## src/rtl/vgaSyncPkg.sv

```systemverilog
package vgaSyncPkg;
  // Frame geometry selector: 0 = tall (480 visible), 1 = short (400 visible)
  typedef enum logic {
    MODE_TALL  = 1'b0,
    MODE_SHORT = 1'b1
  } scanMode_t;

  // Strobes from control to datapath
  typedef struct packed {
    logic pixEn;     // pixel-rate enable
    logic lineWrap;  // pixel count wraps this cycle
    logic frameWrap; // line count wraps this cycle
  } timingStrobes_t;
endpackage

```

## src/rtl/vgaSyncCtrl.sv

```systemverilog
module vgaSyncCtrl
  import vgaSyncPkg::*;
#(
  parameter int DIV = 4
) (
  input  logic           clk,
  input  logic           rst,
  input  logic           hAtEnd,
  input  logic           vAtEnd,
  output timingStrobes_t strobes
);
  localparam int DW = (DIV > 1) ? $clog2(DIV) : 1;
  localparam logic [DW-1:0] DIV_LAST = DW'(DIV - 1);

  logic [DW-1:0] divCnt;

  generate
    if (DIV > 1) begin : gen_prescale
      always_ff @(posedge clk) begin
        if (rst)                   divCnt <= '0;
        else if (divCnt == DIV_LAST) divCnt <= '0;
        else                       divCnt <= divCnt + 1'b1;
      end
    end else begin : gen_noprescale
      always_ff @(posedge clk) divCnt <= '0;
    end
  endgenerate

  always_comb begin
    strobes.pixEn     = !rst && (divCnt == DIV_LAST);
    strobes.lineWrap  = strobes.pixEn && hAtEnd;
    strobes.frameWrap = strobes.lineWrap && vAtEnd;
  end
endmodule

```

## src/rtl/vgaSyncDatapath.sv

```systemverilog
module vgaSyncDatapath
  import vgaSyncPkg::*;
#(
  parameter int H_TOTAL    = 800,
  parameter int HS_START   = 16,
  parameter int HS_END     = 48,
  parameter int A_VTOTAL   = 525,
  parameter int A_VISIBLE  = 480,
  parameter int A_VS_START = 490,
  parameter int A_VS_END   = 492,
  parameter int B_VTOTAL   = 445,
  parameter int B_VISIBLE  = 400,
  parameter int B_VS_START = 401,
  parameter int B_VS_END   = 404,
  parameter int LW         = 10,
  localparam int HW        = $clog2(H_TOTAL)
) (
  input  logic           clk,
  input  logic           rst,
  input  logic           modeSel,
  input  timingStrobes_t strobes,
  output logic [HW-1:0]  hCount,
  output logic [LW-1:0]  lineNum,
  output scanMode_t      activeMode,
  output logic           hAtEnd,
  output logic           vAtEnd,
  output logic           hsync,
  output logic           vsync,
  output logic           lineVisible
);
  localparam logic [HW-1:0] H_LAST   = HW'(H_TOTAL - 1);
  localparam logic [HW-1:0] H_SYNC_A = HW'(HS_START);
  localparam logic [HW-1:0] H_SYNC_B = HW'(HS_END);

  localparam logic [LW-1:0] A_LAST = LW'(A_VTOTAL - 1);
  localparam logic [LW-1:0] A_VIS  = LW'(A_VISIBLE);
  localparam logic [LW-1:0] A_VSA  = LW'(A_VS_START);
  localparam logic [LW-1:0] A_VSB  = LW'(A_VS_END);
  localparam logic [LW-1:0] B_LAST = LW'(B_VTOTAL - 1);
  localparam logic [LW-1:0] B_VIS  = LW'(B_VISIBLE);
  localparam logic [LW-1:0] B_VSA  = LW'(B_VS_START);
  localparam logic [LW-1:0] B_VSB  = LW'(B_VS_END);

  logic [LW-1:0] lastLine, visLines, vsFrom, vsTo;
  logic          vsPolHigh, vsActive;

  // Pixel counter
  always_ff @(posedge clk) begin
    if (rst)                 hCount <= '0;
    else if (strobes.lineWrap) hCount <= '0;
    else if (strobes.pixEn)  hCount <= hCount + 1'b1;
  end

  // Line counter
  always_ff @(posedge clk) begin
    if (rst)                   lineNum <= '0;
    else if (strobes.frameWrap) lineNum <= '0;
    else if (strobes.lineWrap) lineNum <= lineNum + 1'b1;
  end

  // Mode register: loaded during reset and at each frame boundary
  always_ff @(posedge clk) begin
    if (rst || strobes.frameWrap) activeMode <= scanMode_t'(modeSel);
  end

  // Geometry of the frame in progress
  always_comb begin
    unique case (activeMode)
      MODE_SHORT: begin
        lastLine = B_LAST; visLines = B_VIS; vsFrom = B_VSA; vsTo = B_VSB;
        vsPolHigh = 1'b1;
      end
      default: begin
        lastLine = A_LAST; visLines = A_VIS; vsFrom = A_VSA; vsTo = A_VSB;
        vsPolHigh = 1'b0;
      end
    endcase
  end

  always_comb begin
    hAtEnd      = (hCount == H_LAST);
    vAtEnd      = (lineNum == lastLine);
    hsync       = !((hCount >= H_SYNC_A) && (hCount < H_SYNC_B));
    vsActive    = (lineNum >= vsFrom) && (lineNum < vsTo);
    vsync       = vsPolHigh ? vsActive : !vsActive;
    lineVisible = (lineNum < visLines);
  end
endmodule

```

## src/rtl/vgaSyncGen.sv

```systemverilog
module vgaSyncGen
  import vgaSyncPkg::*;
#(
  parameter int DIV        = 4,
  parameter int H_TOTAL    = 800,
  parameter int HS_START   = 16,
  parameter int HS_END     = 48,
  parameter int A_VTOTAL   = 525,
  parameter int A_VISIBLE  = 480,
  parameter int A_VS_START = 490,
  parameter int A_VS_END   = 492,
  parameter int B_VTOTAL   = 445,
  parameter int B_VISIBLE  = 400,
  parameter int B_VS_START = 401,
  parameter int B_VS_END   = 404,
  parameter int LW         = 10
) (
  input  logic          clk,
  input  logic          rst,
  input  logic          modeSel,
  output logic          hsync,
  output logic          vsync,
  output logic          lineVisible,
  output logic [LW-1:0] lineNum,
  output logic          lineStart,
  output logic          frameStart
);
  localparam int HW = $clog2(H_TOTAL);

  timingStrobes_t strobes;
  logic [HW-1:0]  hCount;
  scanMode_t      activeMode;
  logic           hAtEnd, vAtEnd;

  vgaSyncCtrl #(.DIV(DIV)) ctrl_i (
    .clk(clk), .rst(rst), .hAtEnd(hAtEnd), .vAtEnd(vAtEnd), .strobes(strobes)
  );

  vgaSyncDatapath #(
    .H_TOTAL(H_TOTAL), .HS_START(HS_START), .HS_END(HS_END),
    .A_VTOTAL(A_VTOTAL), .A_VISIBLE(A_VISIBLE), .A_VS_START(A_VS_START), .A_VS_END(A_VS_END),
    .B_VTOTAL(B_VTOTAL), .B_VISIBLE(B_VISIBLE), .B_VS_START(B_VS_START), .B_VS_END(B_VS_END),
    .LW(LW)
  ) dp_i (
    .clk(clk), .rst(rst), .modeSel(modeSel), .strobes(strobes),
    .hCount(hCount), .lineNum(lineNum), .activeMode(activeMode),
    .hAtEnd(hAtEnd), .vAtEnd(vAtEnd),
    .hsync(hsync), .vsync(vsync), .lineVisible(lineVisible)
  );

  assign lineStart  = strobes.lineWrap;
  assign frameStart = strobes.frameWrap;
endmodule

```

## config.mk

```make
export PLATFORM = sky130hd
export DESIGN_NAME = vgaSyncGen
export DESIGN_NICKNAME = d
export VERILOG_FILES = /design/src/rtl/vgaSyncPkg.sv /design/src/rtl/vgaSyncCtrl.sv /design/src/rtl/vgaSyncDatapath.sv /design/src/rtl/vgaSyncGen.sv
export SDC_FILE = /design/constraint.sdc
export NUM_CORES = 1
export LEC_CHECK = 0
export BUFFER_PORTS_ARGS = -buffer_cell sky130_fd_sc_hd__buf_2
export CORE_ASPECT_RATIO = 0.5
export CORE_MARGIN = 3
export CORE_UTILIZATION = 30
export CTS_CLUSTER_DIAMETER = 120
export DETAILED_ROUTE_END_ITERATION = 8
export PLACE_DENSITY = 0.45
export SYNTH_ARGS = -nofsm -noshare
export SYNTH_HDL_FRONTEND = slang
export SYNTH_HIERARCHICAL = 1
export SYNTH_SLANG_ARGS = --single-unit
```

## constraint.sdc

```tcl
create_clock -name clk -period 5.88 [get_ports clk]
set_input_delay 0.882 -clock clk [delete_from_list [all_inputs] [get_ports clk]]
set_output_delay 0.882 -clock clk [all_outputs]
set_load 0.005 [all_outputs]
```

### Word-level counts from Yosys, hierarchy flattened

Cells that the tools add are included.

| operators by class | value |
|---|---|
| add/sub/neg operators | 3 |
| order comparisons | 5 |
| equality and inequality tests | 3 |
| mux-type cells | 6 |
| reduce and logical (&&, ||, !) cells | 12 |

Operator list:

| operator | count |
|---|---|
| two-way mux 7 bit | 3 |
| adder 10 x 1 -> 10 bit, second input constant | 2 |
| less-than comparator 10 x 9 -> 1 bit | 2 |
| == test 10 bit | 1 |
| == test 10 bit, second input constant | 1 |
| greater-or-equal comparator 10 x 5 -> 1 bit, second input constant | 1 |
| greater-or-equal comparator 10 x 9 -> 1 bit | 1 |
| less-than comparator 10 x 6 -> 1 bit, second input constant | 1 |
| two-way mux 10 bit | 1 |
| OR reduction 2 bit | 3 |
| logical AND 1 bit | 5 |
| zero test 1 bit | 3 |
| adder 2 x 1 -> 2 bit, second input constant | 1 |
| == test 2 bit, second input constant | 1 |
| two-way mux 1 bit | 2 |
| logical OR 1 bit | 1 |

| word-level totals | value |
|---|---|
| flip-flop bits (word level) | 23 |
| bits of input ports | 3 |
| output and inout port bits | 15 |
| word-level logic and storage cells | 33 |

### Longest topological paths before layout

| depth | value |
|---|---|
| depth in word-level cells | 5 |
| mapped depth | 9 |
| gate-level depth less buffers | 8 |

### By module

The synthesis kept the hierarchy.

By module, submodules not included:

| module | instances | cells an instance | area an instance (µm²) | seq. area each (µm²) |
|---|---|---|---|---|
| vgaSyncDatapath | 1 | 135 | 1,177.4 | 430.4 |
| vgaSyncCtrl | 1 | 8 | 90.1 | 40.0 |

### Least setup slack after synthesis

No wires, ideal clock.

| path | value |
|---|---|
| kind | flip-flop to output port |
| from | register dp_i.activeMode |
| to | output port frameStart |
| arrival | 1,413 ps |
| required time | 4,998 ps |
| setup slack | 3,585 ps |
| cell stages (with the launch flop) | 5 |
| cell sequence | edfxtp_1 > ha_1 > nand4b_1 > nor4b_1 > and4b_1 |

| on the way | value |
|---|---|
| cells in the longest elaborated chain, start to end | 3 |

RTL lines:

| item | line | RTL |
|---|---|---|
| start, declared | vgaSyncDatapath.sv:24 | `output scanMode_t activeMode,` |
| start signal, assigned | vgaSyncDatapath.sv:63 | `if (rst \|\| strobes.frameWrap) activeMode <= scanMode_t'(modeSel);` |
| two-way mux 10 bit | vgaSyncDatapath.sv:68 | `unique case (activeMode)` |
| == test 10 bit | vgaSyncDatapath.sv:82 | `vAtEnd = (lineNum == lastLine);` |
| via vAtEnd | vgaSyncGen.sv:33 | `logic hAtEnd, vAtEnd;` |
| logical AND 1 bit | vgaSyncCtrl.sv:32 | `strobes.frameWrap = strobes.lineWrap && vAtEnd;` |
| end, declared | vgaSyncGen.sv:26 | `output logic frameStart` |

The timed path passes the listed nets, and every way through them passes these cells.

### Final worst setup path

Ends and elaborated chain as after synthesis.

==> flow_metrics.env <==
export IMPL_outcome="finished, final reports clean"
export IMPL_routedWlPerCell_um=11.9
export IMPL_syn_inst=143
export IMPL_period_minus_slack_ns=2.93
export IMPL_place_inst=209
export IMPL_clk_transition_reported_paths_ns=0.09
export IMPL_grt_max_degree=14
export IMPL_vias=962
export IMPL_p_seq_frac=0.584
export IMPL_cts_inserted_buffers=3
export IMPL_die_w_um=97.9
export IMPL_antenna_found_initial=0
export IMPL_yosysUniqueCellTypes=31
export IMPL_end_kind="output pin"
export IMPL_internal_power_w=0.000214
export IMPL_ys_seq_area_frac=0.371
export IMPL_portBuffers=17
export IMPL_grt_pass1_vias=1009
export IMPL_power_density_mw_per_mm2=192
export IMPL_synth_avg_cell_area_um2=8.86
export IMPL_cts_setup_buffers=0
export IMPL_fp_row_count=16
export IMPL_grt_overflow_total=0
export IMPL_grt_first_pass_wirelength_um=4590
export IMPL_die_h_um=52.0
export IMPL_gp_congestion=0.767
export IMPL_cts_hold_buf=0
export IMPL_clockBufferDepth=2
export IMPL_worst_ep_required_time_ns=5.00
export IMPL_arrival_ns=2.05
export IMPL_track_usage=0.110
export IMPL_ctsResizeCount=0
export IMPL_n_fill_cell=434
export IMPL_drc_errors=0
export IMPL_layout_drive_gt1_share=0.170
export IMPL_finalNonFillerCells=213
export IMPL_setup_viol=0
export IMPL_yosysWarningCount=6
export IMPL_tightest_slew_ns=0.487
export IMPL_hold_violations=0
export IMPL_worstSetupPathType="flop to output pin"
export IMPL_antennaDiodeCount=0
export IMPL_slew_headroom=0.675
export IMPL_dp_hpwl_um=1870
export IMPL_syn2layout_area_growth_pct=13.9
export IMPL_clk_latency_ns=0.27
export IMPL_slew_viol_final=0
export IMPL_ys_seq_elements=23
export IMPL_skew_ns=0.00831
export IMPL_io_pins=18
export IMPL_total_power_w=0.000278
export IMPL_rr_startpoint="dp_i/activeMode$_DFFE_PP_"
export IMPL_cp_startpoint="dp_i/activeMode$_DFFE_PP_"
export IMPL_synth_area_leader_cell="dfxtp_1"
export IMPL_start_kind="flop"
export IMPL_async_flop_share=0
export IMPL_critPathMaxFanout=9
export IMPL_drv_cap=0
export IMPL_fin_nets=175
export IMPL_syn_num_nets=158
export IMPL_root_buffer="clkbuf_8"
export IMPL_period_share=0.499
export IMPL_cts_tree="built"
export IMPL_combPwrFrac=0.056
export IMPL_clkPwrFrac=0.361
export IMPL_syn_area_mm2=0.00127
export IMPL_fin_setup_tns_ns=0
export IMPL_worstHoldStart="ctrl_i/divCnt[0]$_SDFF_PP0_"
export IMPL_synthFlopType="dfxtp_1"
export IMPL_drt_wl_total_um=2530
export IMPL_die_area_mm2=0.00509
export IMPL_leakage_nw=0.574
export IMPL_core_region_area_mm2=0.00398
export IMPL_start_util=0.318
export IMPL_cts_sink_count=23
export IMPL_viasPerCell=4.52
export IMPL_dr_pass1_iters=4
export IMPL_p_sw_frac=0.229
export IMPL_drt_initial_drc_count=26
export IMPL_rsz0062_at_grt="no"
export IMPL_synth_edf_count=1
export IMPL_switchingPower_w=0.0000636
export IMPL_cts_max_level=1
export IMPL_fmax_mhz=341
export IMPL_peakVddDrop_v=0.0000776
export IMPL_fin_util=0.362
export IMPL_synthDominantCellAreaShare=0.347
export IMPL_synth_area_leaders="dfxtp_1 (35%), ha_1 (12%), xnor2_1 (6.9%), nor2_1 (6.2%), xor2_1 (4.8%)"
export IMPL_min_path_type="flop to flop"
export IMPL_detail_route_antenna_nets=0
[layer usage]
metal,track usage,vias up,part of all wire,routed length (µm)
li1,-,519,-,-
met1,0.143,429,0.52,1310
met2,0.181,10,0.44,1120
met3,0.0321,4,0.034,87
met4,0.0276,0,0.0063,16
met5,0,-,0,0
[worst paths after layout]
| check | slack (ns) | to | cells after the start |
|---|---|---|---|
| setup reg to reg | 3.65 | dp_i/activeMode$_DFFE_PP_ | 5 |
| setup / recovery | 2.95 | frameStart | 5 |
| hold / removal | 0.42 | ctrl_i/divCnt[0]$_SDFF_PP0_ | 1 |
| hold reg to reg | 0.42 | ctrl_i/divCnt[0]$_SDFF_PP0_ | 1 |
[cell type report]
| cell class | instances | area, µm² | area share |
|---|---|---|---|
| Multi-Input combinational cell | 107 | 744 | 0.516 |
| Sequential cell | 23 | 470 | 0.326 |
| Timing Repair Buffer | 17 | 85.1 | 0.0589 |
| Tap cell | 54 | 67.6 | 0.0468 |
| Clock buffer | 3 | 41.3 | 0.0286 |
| Inverter | 8 | 30.0 | 0.0208 |
| Clock inverter | 1 | 5.00 | 0.00347 |
[sequential cells by signal (all words and copies together) (netlist names)]
register / cells
ctrl_i/divCnt: 2
dp_i/activeMode: 1
dp_i/hCount: 10
dp_i/lineNum: 10
[cells in the mapped netlist (4+ instances only)]
cell type  number
a21oi_1         6
dfxtp_1        22
ha_1           12
inv_1           8
nand2_1         8
nand4_1         5
nor2_1         21
nor3_1          6
o21ai_0         4
xnor2_1        10
xor2_1          7
[kinds of logic (layout without fill, tap and decap cells)]
group	count (synthesis)	count (layout)	share of synthesized area
simple gates	66	66	0.296
flops	23	23	0.371
xor+xnor	17	17	0.117
buf+inv	13	29	0.0415
fa+ha+maj	12	12	0.118
compound gates	10	10	0.0395
mux	2	2	0.0158
[metrics by stage]
stage,setup slack [ns],hold WS [ns],cell area [µm²]
after floorplan,3.58,0.396,1270
after global placement,3.29,0.411,1400
after detailed placement,3.24,0.416,1400
after CTS,2.93,0.431,1440
after global routing,2.83,0.467,1440
final,2.95,0.423,1440
[cell usage in the layout (no fill, tap or decap), drive strengths merged]
master   count
dfxtp       22
nor2        21
buf         17
ha          12
xnor2       10
inv          8
nand2        8
xor2         7
nand4        7
nor3         6
a21oi        6
o21ai        4
clkbuf       3
or3          3
nand3        3
nor4         3
nor2b        2
or2          2
nor4b        2
nand4b       2
and3         2
mux2i        2
clkinv       1
and3b        1
and4b        1
nor3b        1
nand2b       1
nand4bb      1
edfxtp       1
[power by group through the flow]
stage / Clock [W] / Combinational [W] / Sequential [W]
2_1_floorplan: 0 / 0.0000117 / 0.000165
3_3_place_gp: 0 / 0.0000154 / 0.000166
3_5_place_dp: 0 / 0.0000157 / 0.000166
4_1_cts: 0.000107 / 0.0000158 / 0.000162
5_1_grt: 0.000110 / 0.0000186 / 0.000163
6_report: 0.000100 / 0.0000154 / 0.000162
[critical path, stage by stage (launching register included)]
cell and delay [ns]:
edfxtp_1 0.55, ha_1 0.36, nand4b_1 0.18, nor4b_1 0.32
and4b_1 0.26, buf_2 0.11
Note: power is estimated with default switching activity, not from simulation.
